## src/rtl/acc_chk_pkg.sv

```systemverilog
package acc_chk_pkg;
  localparam int ENT_W       = 32;
  localparam int VA_W        = 32;
  localparam int ENT_ACC_LO  = 2;
  localparam int ENT_MOD_BIT = 6;
  localparam int FSR_OVF     = 0;
  localparam int FSR_FAV     = 1;
  localparam int FSR_FT_LO   = 2;
  localparam int FSR_IDX_LO  = 5;
  localparam int FSR_LVL_LO  = 8;
  localparam int FSR_W       = FSR_LVL_LO + 2;

  localparam logic [2:0] FT_NONE = 3'd0;
  localparam logic [2:0] FT_PROT = 3'd2;
  localparam logic [2:0] FT_PRIV = 3'd3;

  typedef enum logic [1:0] {
    KIND_LOAD  = 2'd0,
    KIND_STORE = 2'd1,
    KIND_FETCH = 2'd2,
    KIND_RSVD  = 2'd3
  } acc_kind_e;
endpackage

```

## src/rtl/acc_lookup.sv

```systemverilog
module acc_lookup
  import acc_chk_pkg::*;
(
  input  logic [2:0] acc_idx,
  input  logic [2:0] perm_code,
  output logic [2:0] fault_ft,
  output logic [2:0] rights
);
  localparam logic [1:0] OK = 2'b00;
  localparam logic [1:0] PF = 2'b10;
  localparam logic [1:0] VF = 2'b11;

  logic [15:0] row;
  logic [1:0]  ent;
  logic        user;

  assign user = ~acc_idx[0];

  // Rows are written with code 7 on the left, code 0 on the right.
  always_comb begin
    unique case (acc_idx)
      3'd0: row = {VF, VF, OK, PF, OK, OK, OK, OK};
      3'd1: row = {OK, OK, OK, PF, OK, OK, OK, OK};
      3'd2: row = {VF, VF, PF, OK, OK, OK, PF, PF};
      3'd3: row = {OK, OK, PF, OK, OK, OK, PF, PF};
      3'd4: row = {VF, VF, PF, PF, OK, PF, OK, PF};
      3'd5: row = {OK, PF, OK, PF, OK, PF, OK, PF};
      3'd6: row = {VF, VF, PF, PF, OK, PF, PF, PF};
      default: row = {OK, PF, PF, PF, OK, PF, PF, PF};
    endcase
  end

  assign ent      = row[{perm_code, 1'b0} +: 2];
  assign fault_ft = {1'b0, ent};

  always_comb begin
    unique case (perm_code)
      3'd0: rights = 3'b100;
      3'd1: rights = 3'b110;
      3'd2: rights = 3'b101;
      3'd3: rights = 3'b111;
      3'd4: rights = 3'b001;
      3'd5: rights = user ? 3'b100 : 3'b110;
      3'd6: rights = user ? 3'b000 : 3'b101;
      default: rights = user ? 3'b000 : 3'b111;
    endcase
  end
endmodule

```

## config.mk

```make
export PLATFORM = sky130hd
export DESIGN_NAME = acc_lookup
export DESIGN_NICKNAME = d
export VERILOG_FILES = /design/src/rtl/acc_chk_pkg.sv /design/src/rtl/acc_lookup.sv
export SDC_FILE = /design/constraint.sdc
export NUM_CORES = 1
export LEC_CHECK = 0
export BUFFER_PORTS_ARGS = -buffer_cell sky130_fd_sc_hd__clkbuf_2
export CELL_PAD_IN_SITES_DETAIL_PLACEMENT = 0
export CELL_PAD_IN_SITES_GLOBAL_PLACEMENT = 2
export CORE_AREA = 2 2 39 41
export DETAILED_ROUTE_END_ITERATION = 10
export DIE_AREA = 0 0 41 43
export PLACE_DENSITY = 0.56
export SETUP_SLACK_MARGIN = 0.5
export SYNTH_ARGS = -nofsm -noshare
export SYNTH_HDL_FRONTEND = slang
export SYNTH_SLANG_ARGS = --single-unit
```

## constraint.sdc

```tcl
create_clock -name vclk -period 1.26
set_clock_uncertainty 0.2 [all_clocks]
set_input_delay 0.063 -clock vclk [all_inputs]
set_output_delay 0.063 -clock vclk [all_outputs]
set_load 0.02 [all_outputs]
```

==> flow_summary.json, run 1 <==
{
  "status": "complete, no violations",
  "synth_warnings": 0,
  "finalNetCount": 37,
  "design_power_total_w": 0.0001347,
  "overflow": 0,
  "via_count": 166,
  "cp-start-kind": "primary input",
  "postSynthAreaPerCell_um2": 5.898,
  "buffer_ports.inserted": 11,
  "drv_cap": 0,
  "pwr_density_cell_nw_per_um2": 403.2,
  "grt_start_max_net_pins": 7,
  "wirelength_um": 490,
  "syn_to_final_growth_pct": 304.5,
  "die_area_um2": 1763,
  "drt_pass1_iterations": 2,
  "grt_setup_unrepaired": "true",
  "seqPwrFrac": 0,
  "die_y_um": 43,
  "design_area_um2": 334.1,
  "die_width_um": 41,
  "maximum_frequency_from_static_timing_analysis_mhz": 858.4,
  "timing.final.crit_period_ns": 1.165,
  "fin_tns_setup_ns": 0,
  "finalSetupViolCount": 0,
  "number_of_rows_in_the_core_area": 14,
  "setup.worst_path.class": "in2out",
  "synth.distinct_cells": 12,
  "fin_util": 0.2414,
  "clock_power_share": 0,
  "p_sw_frac": 0.4216,
  "worst_setup_path_end_kind": "output pin",
  "avgViaCountPerCell": 3.689,
  "synthTopCellsByArea": "sky130_fd_sc_hd__a221o_2, sky130_fd_sc_hd__a21oi_1, sky130_fd_sc_hd__a21boi_1",
  "synth_area_um2": 82.58,
  "holdBufCountCts": 0,
  "power_leakage_nw": 0.1423,
  "yosys.area.top_type": "sky130_fd_sc_hd__a221o_2",
  "slowest_stage": "sky130_fd_sc_hd__or3_4",
  "post-route-drc-count": 0,
  "global_route_wire_length_before_repair_um": 614,
  "drt_iter0_drc": 3,
  "finalHoldViolations": 0,
  "post_route_cells_drive_above_1_share": 0.8966,
  "path_cells": "buf_6 > or3_4 > a21boi_2 > a221o_2 > buf_8",
  "power.net_switching_w": 0.00005679,
  "cp.required_ns": 1.00,
  "antenna_found_initial": 0,
  "fillCellCount": 152,
  "flops_and_latches": 0,
  "hold_class": "in2out",
  "ios": 12,
  "wl_per_cell_um": 10.89,
  "post_drt_antenna_nets": 0,
  "synth_seq_area_share": 0,
  "synth.top_cell.area_share": 0.1364,
  "seqCellArea_um2": 0,
  "critical_path.max_stage_delay_ns": 0.37,
  "cells_after_synthesis": 14,
  "critical_path_arrival_ns": 0.90,
  "synth.net_count": 20,
  "path_delay_family": "simple AND/OR/NAND/NOR gates",
  "placeable_core_area_um2": 1384,
  "vdd_drop_max_v": 0.0001350,
  "number_of_global_route_vias_before_repair": 153,
  "gpl.final_weighted_congestion": 0.6123,
  "antenna-diode-count": 0,
  "preCtsSetupSlack_ns": 0.05632,
  "clkbuf_count": 0,
  "timing_max_transition_violations_final": 0,
  "p_int_w": 0.00007791,
  "combPwrFrac": 1.000,
  "setup_ws_ns": 0.09502,
  "floorplan.initialDensity": 0.05967,
  "critical_path.max_fanout": 2,
  "grt_usage": 0.04595,
  "placed_area_um2": 170.2,
  "period_share": 0.9246,
  "worst_path_buf_inv": 2
}
==> final timing paths <==
kind    startpoint          end  slack (ns)  cells past startpoint
min   perm_code[2]    rights[1]        0.24                      3
max     acc_idx[1]  fault_ft[1]         0.1                      5
==> power groups by stage <==
stage / Clock [W] / Sequential [W] / Combinational, W
CTS: 0 / 0 / 0.000101
floorplan: 0 / 0 / 0.0000413
global route: 0 / 0 / 0.000142
finish: 0 / 0 / 0.000135
global placement: 0 / 0 / 0.0000676
detailed placement: 0 / 0 / 0.0000690
==> cell type report <==
class / instances / area (um^2) / area share
timing repair buffer: 16 / 186.4 / 0.5581
multi-input combinational: 11 / 115.1 / 0.3446
tap: 16 / 20.02 / 0.05993
inverter: 2 / 12.51 / 0.03745
==> timing repair <==
item | 4_1_cts | 5_1_grt
pin swaps | 5 | 5
endpoints found under the setup margin | 5 | 5
gates cloned | 0 | 0
gates resized for setup | 15 | 24
buffers inserted | 3 | 1
==> cell usage in the layout (no fill, tap or decap), drive strengths merged <==
cell type	n
or3	1
clkbuf	3
conb	1
nor2	1
inv	2
a221o	1
buf	13
a21oi	2
o211ai	1
and3	1
a21boi	1
o21bai	1
nand2	1
==> cell usage after synthesis, drive strengths merged <==
master	instances
a21oi	2
inv	2
a21boi	1
a221o	1
and3	1
buf	1
conb	1
nand2	1
nor2	1
o211ai	1
o21bai	1
or3	1
==> per-stage QoR <==
stage                     std cells  hold WS [ns]
after CTS                        44        0.2300
after floorplan                  14       0.05464
final                            45        0.2432
after global placement           41        0.2586
after detailed placement         41        0.2705
after global routing             45        0.2507
==> metal layers <==
metal	part of all wire	vias to the layer above	global-route usage
met5	0	-	0
met4	0	0	0
met3	0.11	0	0
met2	0.56	12	0.07813
met1	0.32	76	0.06646
li1	-	78	-
==> logic make-up after synthesis <==
kind of cell,after synthesis,share of synthesized area
AND/OR/NAND/NOR,4,0.2424
AO/OA/AOI/OAI,6,0.5304
buffers and inverters,3,0.1819
other,1,0.04541
(Power assumes the default switching activity.)
==> inputs of run 2 (changes only) <==
- GPL_TIMING_DRIVEN: default -> 0
==> run 2 against run 1 <==
- worst setup slack worse by 0.0054 ns
- power is 22% lower
- non-clock buffer count is 3 lower
- design area is 22% lower
- critical path type unchanged
- highest routed layer unchanged
==> flow_summary.json, run 2 (same netlist as run 1, synthesis figures left out) <==
{
  "status": "complete, no violations",
  "clock_power_share": 0,
  "global_route_wire_length_before_repair_um": 483,
  "overflow": 0,
  "post_drt_antenna_nets": 0,
  "vdd_drop_max_v": 0.0001279,
  "post_route_cells_drive_above_1_share": 0.7692,
  "grt_usage": 0.03596,
  "wl_per_cell_um": 8.071,
  "buffer_ports.inserted": 11,
  "flops_and_latches": 0,
  "seqCellArea_um2": 0,
  "critical_path.max_fanout": 2,
  "numPlacedInstances": 41,
  "stdcell_count": 42,
  "p_sw_frac": 0.4447,
  "antenna-diode-count": 0,
  "finalNetCount": 34,
  "die_area_um2": 1763,
  "die_y_um": 43,
  "antenna_found_initial": 0,
  "leading_cell_types_in_the_layout_fill_and_taps_excluded": "sky130_fd_sc_hd__buf_4, sky130_fd_sc_hd__buf_8, sky130_fd_sc_hd__a21oi_2, sky130_fd_sc_hd__buf_6",
  "wirelength_um": 339,
  "maximum_frequency_from_static_timing_analysis_mhz": 854.5,
  "combPwrFrac": 1.000,
  "area_taken_by_multi_input_logic_gates_um2": 87.58,
  "die_width_um": 41,
  "setup.worst_path.class": "in2out",
  "drv_cap": 0,
  "drt_iter0_drc": 3,
  "gpl.final_weighted_congestion": 0.6208,
  "avgViaCountPerCell": 3.405,
  "placeable_core_area_um2": 1384,
  "cp.required_ns": 1.00,
  "power.net_switching_w": 0.00004654,
  "pwr_density_cell_nw_per_um2": 400.2,
  "syn_to_final_growth_pct": 216.7,
  "seqPwrFrac": 0,
  "number_of_rows_in_the_core_area": 14,
  "worst_setup_path_end_kind": "output pin",
  "p_int_w": 0.00005810,
  "grt_start_max_net_pins": 7,
  "critical_path_arrival_ns": 0.91,
  "grt_setup_unrepaired": "true",
  "via_count": 143,
  "cp-start-kind": "primary input",
  "timing.final.crit_period_ns": 1.170,
  "power_leakage_nw": 0.1144,
  "floorplan.initialDensity": 0.05967,
  "clkbuf_count": 0,
  "ios": 12,
  "number_of_global_route_vias_before_repair": 114,
  "fillCellCount": 162,
  "drt_pass1_iterations": 3,
  "finalHoldViolations": 0,
  "post-route-drc-count": 0,
  "mostFrequentLayoutCell": "sky130_fd_sc_hd__buf_4",
  "fin_tns_setup_ns": 0,
  "hold_class": "in2out",
  "timing_max_transition_violations_final": 0,
  "period_share": 0.9288,
  "finalSetupViolCount": 0
}
[run 2: worst max-delay path, stage by stage]
cell,delay (ns)
sky130_fd_sc_hd__buf_6,0.09
sky130_fd_sc_hd__or3_1,0.36
sky130_fd_sc_hd__a21boi_1,0.15
sky130_fd_sc_hd__a221o_2,0.14
sky130_fd_sc_hd__buf_8,0.11
[run 2: final timing paths]
kind,startpoint,to,cells past startpoint
worst max-delay path,acc_idx[1],fault_ft[1],5
worst min-delay path,perm_code[2],rights[1],3
[run 2: power by group through the flow]
stage,sequential (W),clock [W],combinational (W)
final,0,0,0.000105
after global routing,0,0,0.000113
after CTS,0,0,0.0000839
after detailed placement,0,0,0.0000686
after global placement,0,0,0.0000671
after floorplan,0,0,0.0000413
[run 2: routing by layer]
layer  vias up  global-route usage  share of wire
met2        12             0.04375           0.39
met5         -                   0              0
met3         0            0.005236           0.20
met1        57             0.06646           0.41
met4         0                   0              0
li1         74                   -              -
[run 2: final cells by class]
type,instances,share of cell area
repair buffers,12,0.5024
multi-input cells,11,0.3349
well taps,16,0.07655
inverters,2,0.05742
plain buffers,1,0.02871
[run 2: repair_timing]
item | CTS | global route
pin swaps | 0 | 4
setup endpoints to repair | 5 | 5
hold buffers | 0 | 0
gates resized for setup | 10 | 21
buffers inserted | 0 | 1
[run 2: metrics by stage]
| step | area [um^2] | setup slack (ns) | util | hold slack, ns | power (W) |
|---|---|---|---|---|---|
| after detailed placement | 170.2 | 0.08134 | 0.1230 | 0.2707 | 0.00006861 |
| after global placement | 170.2 | 0.08391 | 0.1230 | 0.2598 | 0.00006707 |
| after CTS | 205.2 | 0.09948 | 0.1483 | 0.2888 | 0.00008393 |
| after global routing | 261.5 | 0.02789 | 0.1890 | 0.2536 | 0.0001128 |
| final | 261.5 | 0.08966 | 0.1890 | 0.2314 | 0.0001046 |
| after floorplan | 95.09 | 0.2891 | - | 0.05464 | 0.00004133 |
